### src/rtl/cdr_pkg.sv
package cdr_pkg;
  localparam int unsigned REG_W     = 32;
  localparam int unsigned HALF_W    = REG_W / 2;
  localparam int unsigned POS_PRES  = 1;
  localparam int unsigned POS_INS   = 8;
  localparam int unsigned POS_REM   = 9;
  localparam int unsigned POS_FEMP  = 10;
  localparam int unsigned POS_DDONE = 11;
  localparam int unsigned POS_UNDR  = 12;
  localparam int unsigned POS_MISM  = 13;
  localparam int unsigned POS_DERR  = 14;
  localparam int unsigned POS_LED   = 15;
  localparam int unsigned EV_LO     = POS_INS;
  localparam int unsigned EV_HI     = POS_DERR;
  localparam int unsigned EV_W      = EV_HI - EV_LO + 1;
  typedef logic [EV_W-1:0]   ev_vec_t;
  typedef logic [HALF_W-1:0] half_t;
endpackage

### src/rtl/cdr_sync.sv
module cdr_sync #(
  parameter int unsigned STAGES = 2
) (
  input  logic clk,
  input  logic rst_n,
  input  logic d_i,
  output logic q_o
);
  logic [STAGES-1:0] chain_q;
  logic [STAGES-1:0] chain_d;

  generate
    if (STAGES == 1) begin : g_one
      always_comb chain_d = d_i;
    end else begin : g_many
      always_comb chain_d = {chain_q[STAGES-2:0], d_i};
    end
  endgenerate

  always_ff @(posedge clk or negedge rst_n) begin
    if (!rst_n) chain_q <= '0;
    else        chain_q <= chain_d;
  end

  assign q_o = chain_q[STAGES-1];
endmodule

### src/rtl/cdr_edge.sv
module cdr_edge (
  input  logic clk,
  input  logic rst_n,
  input  logic level_i,
  output logic rise_o,
  output logic fall_o
);
  logic prev_q;

  always_ff @(posedge clk or negedge rst_n) begin
    if (!rst_n) prev_q <= 1'b0;
    else        prev_q <= level_i;
  end

  assign rise_o = level_i & ~prev_q;
  assign fall_o = ~level_i & prev_q;
endmodule

### src/rtl/cdr_evreg.sv
module cdr_evreg
  import cdr_pkg::*;
(
  input  logic    clk,
  input  logic    rst_n,
  input  ev_vec_t ev_set_i,
  input  logic    wr_en_i,
  input  ev_vec_t wr_flags_i,
  input  logic    wr_led_i,
  input  half_t   wr_en_mask_i,
  output ev_vec_t flags_o,
  output half_t   en_mask_o,
  output logic    led_o
);
  ev_vec_t flags_q, flags_d;
  half_t   en_q, en_d;
  logic    led_q, led_d;

  // Write-zero acknowledge, then OR in the events so they win any collision.
  always_comb begin
    flags_d = flags_q;
    en_d    = en_q;
    led_d   = led_q;
    if (wr_en_i) begin
      flags_d = flags_q & wr_flags_i;
      en_d    = wr_en_mask_i;
      led_d   = wr_led_i;
    end
    flags_d = flags_d | ev_set_i;
  end

  always_ff @(posedge clk or negedge rst_n) begin
    if (!rst_n) begin
      flags_q <= '0;
      en_q    <= '0;
      led_q   <= 1'b0;
    end else begin
      flags_q <= flags_d;
      en_q    <= en_d;
      led_q   <= led_d;
    end
  end

  assign flags_o   = flags_q;
  assign en_mask_o = en_q;
  assign led_o     = led_q;
endmodule

### src/rtl/cdr_irq_reg.sv
module cdr_irq_reg
  import cdr_pkg::*;
#(
  parameter int unsigned SYNC_STAGES = 2
) (
  input  logic              clk,
  input  logic              rst_n,
  input  logic              card_present_i,
  input  logic              fifo_empty_i,
  input  logic              dma_done_i,
  input  logic              dma_err_i,
  input  logic              fifo_underrun_i,
  input  logic              len_mismatch_i,
  input  logic              wr_en_i,
  input  logic [REG_W-1:0]  wr_data_i,
  output logic [REG_W-1:0]  rd_data_o,
  output logic              irq_o,
  output logic              led_o
);
  logic    present;
  logic    ins_ev, rem_ev;
  ev_vec_t ev_set;
  ev_vec_t flags;
  half_t   en_mask;
  logic    led;
  logic    unused_wr_bits;

  cdr_sync #(.STAGES(SYNC_STAGES)) u_sync (
    .clk(clk), .rst_n(rst_n), .d_i(card_present_i), .q_o(present)
  );

  cdr_edge u_edge (
    .clk(clk), .rst_n(rst_n), .level_i(present), .rise_o(ins_ev), .fall_o(rem_ev)
  );

  // Event vector; index k corresponds to register bit EV_LO+k.
  always_comb begin
    ev_set                     = '0;
    ev_set[POS_INS   - EV_LO]  = ins_ev;
    ev_set[POS_REM   - EV_LO]  = rem_ev;
    ev_set[POS_FEMP  - EV_LO]  = fifo_empty_i;
    ev_set[POS_DDONE - EV_LO]  = dma_done_i;
    ev_set[POS_UNDR  - EV_LO]  = fifo_underrun_i;
    ev_set[POS_MISM  - EV_LO]  = len_mismatch_i;
    ev_set[POS_DERR  - EV_LO]  = dma_err_i;
  end

  cdr_evreg u_evreg (
    .clk          (clk),
    .rst_n        (rst_n),
    .ev_set_i     (ev_set),
    .wr_en_i      (wr_en_i),
    .wr_flags_i   (wr_data_i[EV_HI:EV_LO]),
    .wr_led_i     (wr_data_i[POS_LED]),
    .wr_en_mask_i (wr_data_i[REG_W-1:HALF_W]),
    .flags_o      (flags),
    .en_mask_o    (en_mask),
    .led_o        (led)
  );

  assign unused_wr_bits = ^wr_data_i[EV_LO-1:0];

  always_comb begin
    rd_data_o                      = '0;
    rd_data_o[POS_PRES]            = present;
    rd_data_o[EV_HI:EV_LO]         = flags;
    rd_data_o[POS_LED]             = led;
    rd_data_o[REG_W-1:HALF_W]      = en_mask;
  end

  assign irq_o = |(flags & en_mask[EV_HI:EV_LO]);
  assign led_o = led;
endmodule

### config.mk
export PLATFORM = sky130hd
export DESIGN_NAME = cdr_irq_reg
export DESIGN_NICKNAME = d
export VERILOG_FILES = /design/src/rtl/cdr_pkg.sv /design/src/rtl/cdr_sync.sv /design/src/rtl/cdr_edge.sv /design/src/rtl/cdr_evreg.sv /design/src/rtl/cdr_irq_reg.sv
export SDC_FILE = /design/constraint.sdc
export NUM_CORES = 1
export LEC_CHECK = 0
export ABC_AREA = 1
export BUFFER_PORTS_ARGS = -buffer_cell sky130_fd_sc_hd__buf_4
export CORE_MARGIN = 5
export CORE_UTILIZATION = 37
export DETAILED_ROUTE_END_ITERATION = 12
export PLACE_DENSITY = 0.71
export SLEW_MARGIN = 30
export SYNTH_ARGS = -nofsm -noshare
export SYNTH_HDL_FRONTEND = slang
export SYNTH_SLANG_ARGS = --single-unit
### constraint.sdc
create_clock -name clk -period 0.8 [get_ports clk]
set_clock_uncertainty 0.1 [all_clocks]
set_input_delay 0.04 -clock clk [delete_from_list [all_inputs] [get_ports clk]]
set_output_delay 0.04 -clock clk [all_outputs]
set_load 0.02 [all_outputs]
Word level (Yosys, flattened, before mapping). Cells that the tools add are included.

Flip-flop bits (word level): 27. Output and inout bits: 34. Latch bits: 0. Bits of input ports: 41. Memories: 0. Memory bits (writable): 0. Bits in read-only memories: 0.

Shift operators: 0. Multiplexer cells: 1. Bitwise gates (word level): 7. Equal/unequal tests: 0. Reduce and logical (&&, ||, !) cells: 1. Multiply operators: 0. Divide/modulo/power cells: 0. Add/sub/neg operators: 0. Magnitude comparators: 0.

Operator list (count): $and 7x7->7 (2); $mux 7 (1); $or 7x7->7 (1); $reduce_or 7->1 (1); $and 1x1->1 (2); $not 1->1 (2).

Longest topological paths before layout.
Depth in word-level cells: 3. Depth in mapped cells: 5.

Hierarchy. From an unflattened synthesis, not the netlist that was laid out.

Cell total of the unflattened synthesis: 145. Area total of the unflattened synthesis: 1181.1 um^2.

Modules (own cells, without submodules): cdr_evreg (cells an instance 114, sequential area each 600.6 um^2, area an instance 967.2 um^2, instances 1); cdr_irq_reg (cells an instance 24, sequential area each 0.0 um^2, area an instance 123.9 um^2, instances 1); cdr_sync (cells an instance 2, sequential area each 50.0 um^2, area an instance 50.0 um^2, instances 1); cdr_edge (cells an instance 5, sequential area each 25.0 um^2, area an instance 40.0 um^2, instances 1).

Least setup slack after synthesis. No wires, ideal clock.

Kind: reg2out. Start: register u_evreg.en_q[12] (netlist: u_evreg.en_mask_o[12]). End: output irq_o. Path buffers: 0. Arrival time: 0.804 ns. Stages on the path, launching flop included: 5. Slack: -0.144 ns. Path through: dfrtp_1 -> nand2_1 -> nand2_1 -> nor2_1 -> nand2_1.

Cells in the longest elaborated chain, start to end: 2.

Ends and longest elaborated chain: start, declared (RTL line cdr_evreg.sv:16) `half_t en_q, en_d;`; start signal, assigned (RTL line cdr_evreg.sv:39) `en_q <= en_d;`; $and 7x7->7 (RTL line cdr_irq_reg.sv:71) `assign irq_o = |(flags & en_mask[EV_HI:EV_LO]);`; $reduce_or 7->1 (RTL line cdr_irq_reg.sv:71); end, declared (RTL line cdr_irq_reg.sv:17) `output logic irq_o,`.

No other way between the ends.

Final worst setup path.
Start: register u_evreg.en_q[14] (netlist: u_evreg.en_mask_o[14]). End: output irq_o.

The elaborated chain is that of the path after synthesis.

==> results.cfg <==
[finish]
final_layout_size_suffix_gt1_frac = 0.5353
area.growth.synth_to_final_pct = 104.6
seq_area_um2 = 693.2
num-fill-cells = 181
multi_input_comb_area_um2 = 404.1
final_net_count = 283
finish.instance_area_um2 = 2317

[synthesis]
synth_top_family_by_area = simple AND/OR/NAND/NOR gates
ys_ff_latch = 27
synth_compound_gate_area_share = 0.04530
syn_inst = 128
post_synth_and_or_nand_nor_area_fraction = 0.2354
syn-cell-area_um2 = 1132
yosysSeqAreaShare = 0.5967
ys_types = 11
syn_avg_cell_area_um2 = 8.846
synth_mux_area_frac = 0
synthXorXnorAreaFrac = 0
ys_warn_count = 0
synth_fa_ha_area_frac = 0

[floorplanning]
fp-row-count = 20
floorplan.initialDensity = 0.3771
die_boundary_width_um = 65.32
io_pins = 75
die-area_um2 = 4267
die_y_um = 65.32
core_region_area_um2 = 3003

[clocking]
clock_root_buffer = sky130_fd_sc_hd__clkbuf_4
cts_hold_repair.buffers = 31
clock_transition_at_the_register_clock_pins_on_the_worst_setup_and_hold_paths_after_cts_ns = 0.14
worstSkewPairLatency_ns = 0.32
tritoncts = done
cts_buffer_depth = 2
cts.sink_count = 27
cts_inserted_buffers = 3
ctsHtreeMaxLevel = 1

[setup_path]
critPathLaunch = u_evreg.en_mask_o[14]
arrival_ns = 1.20
setup.reg_to_reg.worst_slack_ns = -0.21
reg2reg_to = u_evreg.flags_o[0]
regToRegStartpoint = u_evreg.flags_o[0]
timing.setup.critical_path_class = reg2out
timing.critical_path.to = irq_o
reg2regPathDepth = 4
worst_setup_path_end_kind = primary output
required_ns = 0.66
cp-start-kind = flop
timing.critical_path.fanout_max = 2

[sta]
hold-worst-slack_ns = -0.02816
setup_viol = 42
totalNegativeSetupSlack_ns = -10.67
rsz0062_at_grt = true
final_critical_path_required_period_ns = 1.341
fmaxAchievable_ghz = 0.7459
report.final.hold_viol_count = 7
maxSlewViolCount = 0
layout_worst_path_cycle_share = 1.676
layout_setup_ws_ns = -0.5407

[power]
irDropWorstVdd_v = 0.0009672
post-layout-total-power_mw = 3.371
power.leakage_nw = 1.196
power_density_nw_per_um2 = 1455

[drt]
final_antenna_net_count = 0
post_drt_wl_per_cell_um = 14.68
first_iter_violations = 24
vias = 1237
route.detailed.drc = 0
aggregate_routed_wire_length_mm = 4.036
vias_per_cell = 4.498
first_pass_iters = 4

[global_routing]
gr-total-overflow = 0
number_of_antenna_violations_at_the_first_check_in_global_routing = 1
grt_first_pass_wirelength_mm = 5.996
grt_max_degree = 28
gr-usage-all-layers = 0.1879
grt_pass1_vias = 1286

[run_status]
failing_checks = hold timing, setup timing
run_status = finished with violations

[placement]
detailed_place_hpwl_mm = 2.201
port_buffers = 59
routabilityCongestion = 0.6782
placedInstanceArea_um2 = 1669
dp_worst_setup_slack_ns = -0.1750

[job]
maxCapViolations = 0

[hold_path]
hold_path.class = in2reg
-- report_power, final --
group | total [mW] | leakage (nW) | internal (mW) | switching [mW]
clock network | 0.577 | 0.0150 | 0.195 | 0.382
logic | 1.22 | 0.880 | 0.680 | 0.538
registers | 1.58 | 0.302 | 1.49 | 0.0889
total | 3.37 | 1.20 | 2.36 | 1.01
-- synthesized netlist by cell type --
cell type | instances | share of area
sky130_fd_sc_hd__nand2_1 | 69 | 0.23
sky130_fd_sc_hd__dfrtp_1 | 27 | 0.60
sky130_fd_sc_hd__buf_4 | 10 | 0.066
sky130_fd_sc_hd__inv_1 | 7 | 0.023
sky130_fd_sc_hd__o21ai_0 | 5 | 0.022
sky130_fd_sc_hd__o21ai_2 | 3 | 0.023
sky130_fd_sc_hd__buf_6 | 2 | 0.020
sky130_fd_sc_hd__nor2_1 | 2 | 0.0066
sky130_fd_sc_hd__buf_2 | 1 | 0.0044
sky130_fd_sc_hd__conb_1 | 1 | 0.0033
sky130_fd_sc_hd__inv_4 | 1 | 0.0055
-- worst min path at each step --
stage	start	endpoint	slack (ns)	depth (start not counted)
6_report	wr_en_i	u_evreg.en_mask_o[14]	-0.03	4
5_1_grt	wr_en_i	u_evreg.en_mask_o[14]	-0.02	4
4_1_cts	wr_en_i	u_evreg.en_mask_o[12]	-0.04	4
3_5_place_dp	rst_n	u_evreg.flags_o[6]	-0.13	1
3_3_place_gp	rst_n	u_evreg.led_o	-0.13	1
2_1_floorplan	rst_n	u_edge.prev_q	-0.36	0
-- sequential cells by signal (all words and copies together) (netlist names) --
register           cells
u_sync.chain_q         2
u_evreg.led_o          1
u_evreg.en_mask_o     16
u_evreg.flags_o        7
u_edge.prev_q          1
-- critical path, stage by stage (launching register included) --
cell	delay (ns)
sky130_fd_sc_hd__dfrtp_2	0.45
sky130_fd_sc_hd__nand2_2	0.07
sky130_fd_sc_hd__nand2_2	0.05
sky130_fd_sc_hd__nor2_2	0.12
sky130_fd_sc_hd__nand2_2	0.06
sky130_fd_sc_hd__buf_6	0.13
-- per-stage QoR --
step                      instances    util
final                           275  0.7717
after global routing            275  0.7717
after CTS                       267  0.7338
after detailed placement        228  0.5558
after global placement          228  0.5558
after floorplan                 134       -
-- cells in the final DEF, fill, tap and decap left out, drive strengths merged --
| master | Yosys | final |
|---|---|---|
| buf | 13 | 85 |
| nand2 | 69 | 69 |
| dlygate4sd3 | 0 | 31 |
| dfrtp | 27 | 27 |
| o21ai | 8 | 8 |
| inv | 8 | 8 |
| conb | 1 | 7 |
| clkbuf | 0 | 4 |
| nor2 | 2 | 2 |
| diode | 0 | 1 |
-- metal layers --
layer  part of all wire  GRT usage  wire, um
met5                  0          0         0
met2               0.58     0.3717      2326
met3              0.049    0.02051       199
met1               0.34     0.1930      1359
met4              0.037    0.08808       149
-- cell type report --
cell class,count,share of cell area
repair buffers,116,0.4822
flip-flops and latches,27,0.2991
multi-input cells,86,0.1744
well taps,33,0.01782
inverters,8,0.01404
clock buffers,4,0.01134
diodes,1,0.001080
-- logic make-up (layout without fill, tap and decap cells) --
family          Yosys count  in the layout
compound gates            8              8
flops                    27             27
buf+inv                  21            128
other cells               1              8
simple gates             71             71
-- timing repair --
| action | 4_1_cts | 5_1_grt |
|---|---|---|
| setup endpoints to repair | 41 | 43 |
| endpoints found under the hold margin | 52 | 6 |
| resized for setup | 52 | 24 |
| gates cloned | 0 | 0 |
| pin swaps | 5 | 11 |
| buffers inserted | 5 | 12 |
No activity file was read; power rests on OpenSTA's default activity.
